===== src/rtl/rxq_pkg.sv =====
package rxq_pkg;
  parameter int RXQ_DW = 8;

  typedef struct packed {
    logic              brk;
    logic              fe;
    logic              pe;
    logic [RXQ_DW-1:0] data;
  } rxq_entry_t;
endpackage


===== src/rtl/rxq_store.sv =====
module rxq_store
  import rxq_pkg::*;
#(
  parameter int DEPTH = 64,
  localparam int AW = (DEPTH > 1) ? $clog2(DEPTH) : 1,
  localparam int CW = $clog2(DEPTH + 1)
) (
  input  logic          clk,
  input  logic          rst_n,
  input  logic          wr_en,
  input  rxq_entry_t    wr_ent,
  input  logic          rhr_rd,
  output rxq_entry_t    top_ent,
  output logic          empty,
  output logic          push,
  output logic          pop,
  output logic          ovr,
  output logic [CW-1:0] fill
);
  rxq_entry_t    mem [DEPTH];
  logic [AW-1:0] wr_ptr_q, wr_ptr_d, rd_ptr_q, rd_ptr_d;
  logic [CW-1:0] cnt_q, cnt_d;
  logic          full;

  function automatic logic [AW-1:0] nxt(input logic [AW-1:0] p);
    return (p == AW'(DEPTH - 1)) ? '0 : p + AW'(1);
  endfunction

  always_comb begin
    empty    = (cnt_q == '0);
    full     = (cnt_q == CW'(DEPTH));
    pop      = rhr_rd && !empty;
    push     = wr_en && (!full || pop);
    ovr      = wr_en && full && !pop;
    wr_ptr_d = push ? nxt(wr_ptr_q) : wr_ptr_q;
    rd_ptr_d = pop ? nxt(rd_ptr_q) : rd_ptr_q;
    cnt_d    = cnt_q;
    if (push && !pop)      cnt_d = cnt_q + CW'(1);
    else if (pop && !push) cnt_d = cnt_q - CW'(1);
    top_ent  = mem[rd_ptr_q];
    fill     = cnt_q;
  end

  always_ff @(posedge clk or negedge rst_n) begin
    if (!rst_n) begin
      wr_ptr_q <= '0;
      rd_ptr_q <= '0;
      cnt_q    <= '0;
    end else begin
      wr_ptr_q <= wr_ptr_d;
      rd_ptr_q <= rd_ptr_d;
      cnt_q    <= cnt_d;
    end
  end

  always_ff @(posedge clk) begin
    if (push) mem[wr_ptr_q] <= wr_ent;
  end

  assert_no_overflow_R1: assert property (@(posedge clk) disable iff (!rst_n)
    fill <= CW'(DEPTH));
  assert_overrun_keeps_fill_R5: assert property (@(posedge clk) disable iff (!rst_n)
    (wr_en && fill == CW'(DEPTH) && !rhr_rd) |=> $stable(fill));
  assert_empty_read_ignored_R8: assert property (@(posedge clk) disable iff (!rst_n)
    (rhr_rd && fill == '0 && !wr_en) |=> (fill == '0));
endmodule


===== src/rtl/rxq_errcnt.sv =====
module rxq_errcnt #(
  parameter int DEPTH = 64,
  localparam int CW = $clog2(DEPTH + 1)
) (
  input  logic          clk,
  input  logic          rst_n,
  input  logic          inc,
  input  logic          dec,
  input  logic [CW-1:0] fill,
  output logic          err_any
);
  logic [CW-1:0] cnt_q, cnt_d;

  always_comb begin
    unique case ({inc, dec})
      2'b10:   cnt_d = cnt_q + CW'(1);
      2'b01:   cnt_d = cnt_q - CW'(1);
      default: cnt_d = cnt_q;
    endcase
    err_any = (cnt_q != '0);
  end

  always_ff @(posedge clk or negedge rst_n) begin
    if (!rst_n) cnt_q <= '0;
    else        cnt_q <= cnt_d;
  end

  assert_errcnt_bounded_R4: assert property (@(posedge clk) disable iff (!rst_n)
    cnt_q <= fill);
  assert_dec_has_error_R4: assert property (@(posedge clk) disable iff (!rst_n)
    dec |-> (cnt_q != '0));
endmodule


===== src/rtl/rxq_ovr.sv =====
module rxq_ovr (
  input  logic clk,
  input  logic rst_n,
  input  logic ovr,
  input  logic lsr_rd,
  output logic oe
);
  logic oe_q, oe_d;

  always_comb begin
    oe_d = oe_q;
    if (lsr_rd) oe_d = 1'b0;
    if (ovr)    oe_d = 1'b1;
    oe = oe_q;
  end

  always_ff @(posedge clk or negedge rst_n) begin
    if (!rst_n) oe_q <= 1'b0;
    else        oe_q <= oe_d;
  end

  assert_oe_sticky_R6: assert property (@(posedge clk) disable iff (!rst_n)
    (oe_q && !lsr_rd) |=> oe_q);
  assert_oe_set_wins_R6: assert property (@(posedge clk) disable iff (!rst_n)
    ovr |=> oe_q);
endmodule


===== src/rtl/rxq_errtrack.sv =====
module rxq_errtrack
  import rxq_pkg::*;
#(
  parameter int DEPTH = 64,
  localparam int CW = $clog2(DEPTH + 1)
) (
  input  logic              clk,
  input  logic              rst_n,
  input  logic              wr_en,
  input  logic [RXQ_DW-1:0] wr_data,
  input  logic              wr_brk,
  input  logic              wr_fe,
  input  logic              wr_pe,
  input  logic              rhr_rd,
  input  logic              lsr_rd,
  output logic [RXQ_DW-1:0] rd_data,
  output logic              lsr_err_any,
  output logic              lsr_brk,
  output logic              lsr_fe,
  output logic              lsr_pe,
  output logic              lsr_oe,
  output logic              data_rdy,
  output logic [CW-1:0]     fill_level
);
  rxq_entry_t wr_ent, top_ent;
  logic       empty, push, pop, ovr, inc, dec;

  always_comb begin
    wr_ent.brk  = wr_brk;
    wr_ent.fe   = wr_fe;
    wr_ent.pe   = wr_pe;
    wr_ent.data = wr_data;
  end

  rxq_store #(.DEPTH(DEPTH)) u_store (
    .clk(clk), .rst_n(rst_n), .wr_en(wr_en), .wr_ent(wr_ent), .rhr_rd(rhr_rd),
    .top_ent(top_ent), .empty(empty), .push(push), .pop(pop), .ovr(ovr),
    .fill(fill_level)
  );

  always_comb begin
    inc = push && (wr_brk || wr_fe || wr_pe);
    dec = pop && (top_ent.brk || top_ent.fe || top_ent.pe);
  end

  rxq_errcnt #(.DEPTH(DEPTH)) u_errcnt (
    .clk(clk), .rst_n(rst_n), .inc(inc), .dec(dec), .fill(fill_level),
    .err_any(lsr_err_any)
  );

  rxq_ovr u_ovr (
    .clk(clk), .rst_n(rst_n), .ovr(ovr), .lsr_rd(lsr_rd), .oe(lsr_oe)
  );

  always_comb begin
    data_rdy = !empty;
    rd_data  = empty ? '0 : top_ent.data;
    lsr_brk  = !empty && top_ent.brk;
    lsr_fe   = !empty && top_ent.fe;
    lsr_pe   = !empty && top_ent.pe;
  end

  assert_head_error_visible_R4: assert property (@(posedge clk) disable iff (!rst_n)
    (fill_level != '0 && (lsr_brk || lsr_fe || lsr_pe)) |-> lsr_err_any);
  assert_ready_tracks_fill_R7: assert property (@(posedge clk) disable iff (!rst_n)
    data_rdy == (fill_level != '0));
endmodule


===== config.mk =====
export PLATFORM = sky130hd
export DESIGN_NAME = rxq_errtrack
export DESIGN_NICKNAME = d
export VERILOG_FILES = /design/src/rtl/rxq_pkg.sv /design/src/rtl/rxq_store.sv /design/src/rtl/rxq_errcnt.sv /design/src/rtl/rxq_ovr.sv /design/src/rtl/rxq_errtrack.sv
export SDC_FILE = /design/constraint.sdc
export NUM_CORES = 1
export LEC_CHECK = 0
export ABC_AREA = 1
export ABC_CLOCK_PERIOD_IN_PS = 5900
export BUFFER_PORTS_ARGS = -buffer_cell sky130_fd_sc_hd__buf_2
export CORE_ASPECT_RATIO = 2
export CORE_MARGIN = 2
export CORE_UTILIZATION = 40
export CTS_CLUSTER_SIZE = 40
export DETAILED_ROUTE_END_ITERATION = 6
export GPL_ROUTABILITY_DRIVEN = 1
export PLACE_DENSITY_LB_ADDON = 0.1
export SYNTH_ARGS = -nofsm -noshare
export SYNTH_HDL_FRONTEND = slang
export SYNTH_SLANG_ARGS = --single-unit

===== constraint.sdc =====
create_clock -name clk -period 5.9 [get_ports clk]
set_input_delay 0.885 -clock clk [delete_from_list [all_inputs] [get_ports clk]]
set_output_delay 0.885 -clock clk [all_outputs]
set_load 0.005 [all_outputs]

Word level (Yosys, flattened, before mapping) --
Memory sizes are Yosys's and may differ from the RTL's. Index checks and enable logic that the tools add are counted.
Cells by class: $add $sub $neg 6, equal/unequal tests 5, mux-type cells 10, reduce and logical (&&, ||, !) cells 25
Operator list (count):
- 7-bit by 1-bit adder with 7-bit output (second input constant) | 2
- 7-bit two-way mux | 2
- 7-bit case mux with 2 select lines | 1
- 7-bit by 1-bit subtractor with 7-bit output (second input constant) | 2
- 6-bit by 1-bit adder with 6-bit output (second input constant) | 2
- 6-bit == test (second input constant) | 2
- 6-bit two-way mux | 2
- 1-bit logical AND | 11
- 8-bit two-way mux | 1
- 7-bit == test (second input constant) | 1
- 7-bit logical NOT | 1
- 7-bit nonzero test | 1
- 2-bit nonzero test | 3
- 1-bit logical OR | 5
- 1-bit logical NOT | 4
- 1-bit two-way mux | 4
- 2-bit by 1-bit == test with 1-bit output (second input constant) | 1
- 2-bit == test (second input constant) | 1
Storage, ports and cells: register bits 27, bits in writable memories 704, input bits 16, output and inout bits 21, logic and storage cells 52, memories kept 1
Memory list:
- u_store.mem | words 64, width 11, read ports 1, clocked after memory_dff 0, write ports 1, line rxq_store.sv:20 | rxq_entry_t mem [DEPTH];

Depth between registers and ports, before layout --
depth in word-level cells 9, depth in mapped cells 29

Hierarchy --
A second synthesis with hierarchy kept.
Unflattened totals: cells, all modules 3106, area total of the unflattened synthesis 31910.6 um^2
By module, submodules not included:
- rxq_store | instances 1, cells an instance 2971, area an instance 31067.3 um^2, sequential area each 21615.7 um^2
- rxq_errcnt | instances 1, cells an instance 99, area an instance 676.9 um^2, sequential area each 175.2 um^2
- rxq_errtrack | instances 1, cells an instance 31, area an instance 126.4 um^2, sequential area each 0.0 um^2
- rxq_ovr | instances 1, cells an instance 5, area an instance 40.0 um^2, sequential area each 25.0 um^2

Least setup slack after synthesis --
OpenSTA, ideal clock, no wires.
kind input to register, start point input rhr_rd, end point register u_store.cnt_q[5], in the netlist u_store.fill[5], arrival time 2886 ps, data required time 5772 ps, path slack 2885 ps, cell stages on the path 16, cell sequence nor2_1 nand2_1 nand2_1 inv_1 buf_2 ha_1 inv_1 ha_1 a21oi_1 nand2_1 nand2_1 inv_1 or2_2 a21oi_1 or2_2 a31oi_1
On the way: word-level cells in the longest chain between the ends 6, elaborated cells between the ends (all ways) 9, those cells by class mux (1); reduce/logical (8)
RTL lines:
- start, declared | line rxq_errtrack.sv:14 | input logic rhr_rd,
- 1-bit logical AND (*) | line rxq_store.sv:32 | pop = rhr_rd && !empty;
- 1-bit logical OR (*) | line rxq_store.sv:33 | push = wr_en && (!full || pop);
- 1-bit logical AND (*) | line rxq_store.sv:33
- named net push | line rxq_errtrack.sv:26 | logic empty, push, pop, ovr, inc, dec;
- 1-bit logical NOT | line rxq_store.sv:39 | else if (pop && !push) cnt_d = cnt_q - CW'(1);
- 1-bit logical AND | line rxq_store.sv:39
- 2-bit nonzero test (no source line)
- end signal, assigned | line rxq_store.sv:52 | cnt_q <= cnt_d;
- end, declared | line rxq_store.sv:22 | logic [CW-1:0] cnt_q, cnt_d;
Mark *: on every way through the listed nets, which the timed path passes. The rest lies on a longest branch. A chain may end at the register's enable or synchronous reset.

Worst setup path in the final report --
start point register u_store.rd_ptr_q[0], end point output rd_data[3]
On the way: word-level cells in the longest chain between the ends 2
RTL lines:
- start, declared | line rxq_store.sv:21 | logic [AW-1:0] wr_ptr_q, wr_ptr_d, rd_ptr_q, rd_ptr_d;
- start signal, assigned | line rxq_store.sv:51 | rd_ptr_q <= rd_ptr_d;
- memory 64 x 11 bit
- 8-bit two-way mux | line rxq_errtrack.sv:57 | rd_data = empty ? '0 : top_ent.data;
- end, declared | line rxq_errtrack.sv:16 | output logic [RXQ_DW-1:0] rd_data,
Every way passes these cells.

==> summary.md <==
| Metric | Value |
|---|---|
| Pint | `roughly 9500 uW` |
| Die Ht | `392 um` |
| Top_reg_cell synth | `edfxtp_1` |
| Share of power burned in registers | `a little under 40%` |
| Non-filler cells, final | `around 3600` |
| Die Footprint | `just under 80000 sq um` |
| Leak | `0.0115 uW` |
| Final setup TNS | `0 ns` |
| Cell Area, Synth | `around 30000 sq um` |
| Synthesis-stage register bit count | `about 730` |
| Multi-input logic area | `7080 sq um` |
| CTS tree | `built` |
| Final setup vio count | `0` |
| Final worst path period need | `slightly above 5 ns` |
| PnR worst setup slack | `about 0.8 ns` |
| RSZ-0062 raised after global routing | `false` |
| Status | `complete, no violations` |
| Worst-margin pin slew | `around 1.3 ns` |
| Most frequent cells in the layout | `edfxtp_1 (704), nor2_1 (451), nand2_1 (388)` |
| Area Overhead vs Synth | `10.8%` |
| Switching pwr | `just under 6000 uW` |
| Largest net degree at the start of global routing | `199` |
| Clock power share | `about 26%` |
| Placer Congestion | `between 0.9 and 1` |
| Hold-fix buffers, CTS | `0` |
| Starting Density | `40.4%` |
| Longest Clk Path Bufs | `3` |
| Dpl hpwl | `between 50000 and 60000 um` |
| Tot GR Track Use | `between 20% and 30%` |
| Worst Hold Class | `in -> async` |
| Routed WL | `90200 um` |
| Max-capacitance violation count | `0` |
| DRT met1 WL | `about 33000 um` |
| Reg clk slew, reported paths | `around 0.070 ns` |
| Critical Path Source Type | `flop` |
| Most common cell after layout, fill and taps aside | `edfxtp_1` |
| Post-Syn Nets | `roughly 2600` |
| Num Clock Sinks | `between 700 and 800` |
| Worst slack at placement | `about 1.5 ns` |
| Chip width | `a little under 200 um` |
| Setup Buffers After CTS | `0` |
| Core Box Area | `roughly 75000 sq um` |
| Clock Skew | `0.0209 ns` |
| Syn Inst Count | `2518` |
| Fmax | `roughly 200 MHz` |
| Clk Latency, worst-skew pair | `0.64 ns` |
| Sequential element share of the synthesized area | `72.3%` |
| Sequential Area | `about 22000 sq um` |
| Syn_area_per_cell | `12.0 sq um` |
| Port buffer count | `36` |
| Final #Nets | `2594` |
| DRC viols | `0` |
| Post-CTS sizing | `0` |
| Fill cells | `a little under 7000` |
| Final period util | `between 80 and 90%` |
| Async set-reset flop share out of synthesis | `about 3.7%` |
| Placed insts | `approximately 3500` |
| Slew Limit Fails | `0` |
| Remaining antenna violation count after routing | `0` |
| Critical path type | `reg -> out` |
| DRT Pass-1 Iters | `5` |
| Final Hold Vio Count | `0` |
| CTS HTree Levels | `2` |
| Switching Share | `between 30 and 40%` |
| Combinational share of power | `between 30 and 40%` |
| CP arrival | `approximately 4.2 ns` |
| Met3 WL post-DR | `3130 um` |
| Pwr Density | `about 460 nW/um^2` |
| Post-synth cell types | `34` |
| WP data required | `approximately 5 ns` |
| YS warnings | `0` |
| First-pass GRT wire length | `between 100000 and 150000 um` |
| Slew headroom | `around 16%` |
| Share of layout cells above drive strength 1 | `8.93%` |
| Met2 routed WL | `around 48000 um` |
| Vias in the first global route | `between 15000 and 20000` |
| Initial antenna violation count | `1` |
| CP max FO | `~200` |
| FP Rows | `around 140` |
| Worst VDD drop | `425 uV` |
| Remaining global-route overflow | `0` |
| 1st-iter DRT viols | `around 1600` |
| # IOs | `37` |
| Drt via density | `roughly 5.4` |
| Via count | `19504` |
| Uppermost routed layer | `met4` |
| Clk root buf | `clkbuf_16` |
| Setup crit end kind | `output pin` |
| Hold WS | `between 0.3 and 0.4 ns` |
| EDFF count, synth | `between 700 and 800` |
| CTS Buf Count | `61` |
| WL/cell | `24.9 um` |
## cells by family after synthesis
kind of cell / count (synthesis) / share of synthesized area [%]
DFF: 731 / 72.3
buffers and inverters: 255 / 4.29
adders and majority gates: 16 / 0.713
and+or+nand+nor: 1037 / 13.8
AOI/OAI and AO/OA: 470 / 8.62
xor gates and xnor gates: 9 / 0.261
## final timing paths
check / from / to / slack (ns) / depth (start not counted)
worst min register to register: u_errcnt.cnt_q[6] / u_errcnt.cnt_q[6] / 0.48 / 1
worst max register to register: u_store.rd_ptr_q[0] / u_errcnt.cnt_q[6] / 1.41 / 27
worst min-delay path: rst_n / u_store.fill[4] / 0.32 / 1
max in group asynchronous: rst_n / u_store.rd_ptr_q[0] / 4.95 / 1
worst max-delay path: u_store.rd_ptr_q[0] / rd_data[3] / 0.80 / 11
min in group clk: lsr_rd / u_ovr.oe / 0.44 / 2
## per-layer routing
layer | vias up | track usage, %
li1 | 9004 | -
met3 | 177 | 1.87
met5 | - | 0
met4 | 0 | 14.0
met1 | 9829 | 26.0
met2 | 494 | 43.3
## through the flow
stage	area, sq um	util [%]	power [uW]
finish	33400	44.7	15400
global route	33400	44.7	16200
CTS	33400	44.7	15600
detailed placement	31600	42.2	11600
global placement	31600	42.2	11600
floorplan	30200	-	9490
## final cells by class
type | instances | share of cell area, %
diodes | 1 | 0.00748
clock buffers | 71 | 4.80
clock inverters | 40 | 0.819
inverters | 106 | 1.23
multi-input cells | 1532 | 21.2
flip-flops and latches | 731 | 65.3
well taps | 1008 | 3.77
repair buffers | 130 | 2.91
## critical path: stages (launching register included)
cell	delay [ns]
dfrtp_4	0.54
clkinv_8	0.50
buf_4	0.59
o21ai_0	0.14
o22ai_1	0.45
nand2_1	0.24
nand3_1	0.15
nor2_1	0.08
nor2_1	0.13
nor2_1	0.05
nor2_1	0.30
buf_2	0.19
## registers in the layout, indices dropped and copies added (netlist names)
| register | flops |
|---|---|
| u_ovr.oe | 1 |
| u_store.wr_ptr_q | 6 |
| u_store.mem | 704 |
| u_store.fill | 7 |
| u_store.rd_ptr_q | 6 |
| u_errcnt.cnt_q | 7 |
## power by group through the flow
stage,registers (uW),clock network (uW),logic [uW]
after floorplan,6140,0,3350
after global placement,6240,0,5360
after detailed placement,6250,0,5390
after CTS,6130,4020,5410
after global routing,6160,4190,5830
final,6140,3950,5330
## synthesized netlist by cell type, drive strengths merged (12+ instances only)
cell	n	area, sq um
nand2	388	1460
edfxtp	704	21100
nor2	453	1700
buf	106	734
ha	14	175
clkbuf	43	161
inv	102	385
nand4	12	75.1
o22ai	59	369
nand3	166	831
o21ai	299	1500
a21oi	43	215
o211ai	62	465
dfrtp	27	676
Note: power is estimated with default switching activity, not from simulation.
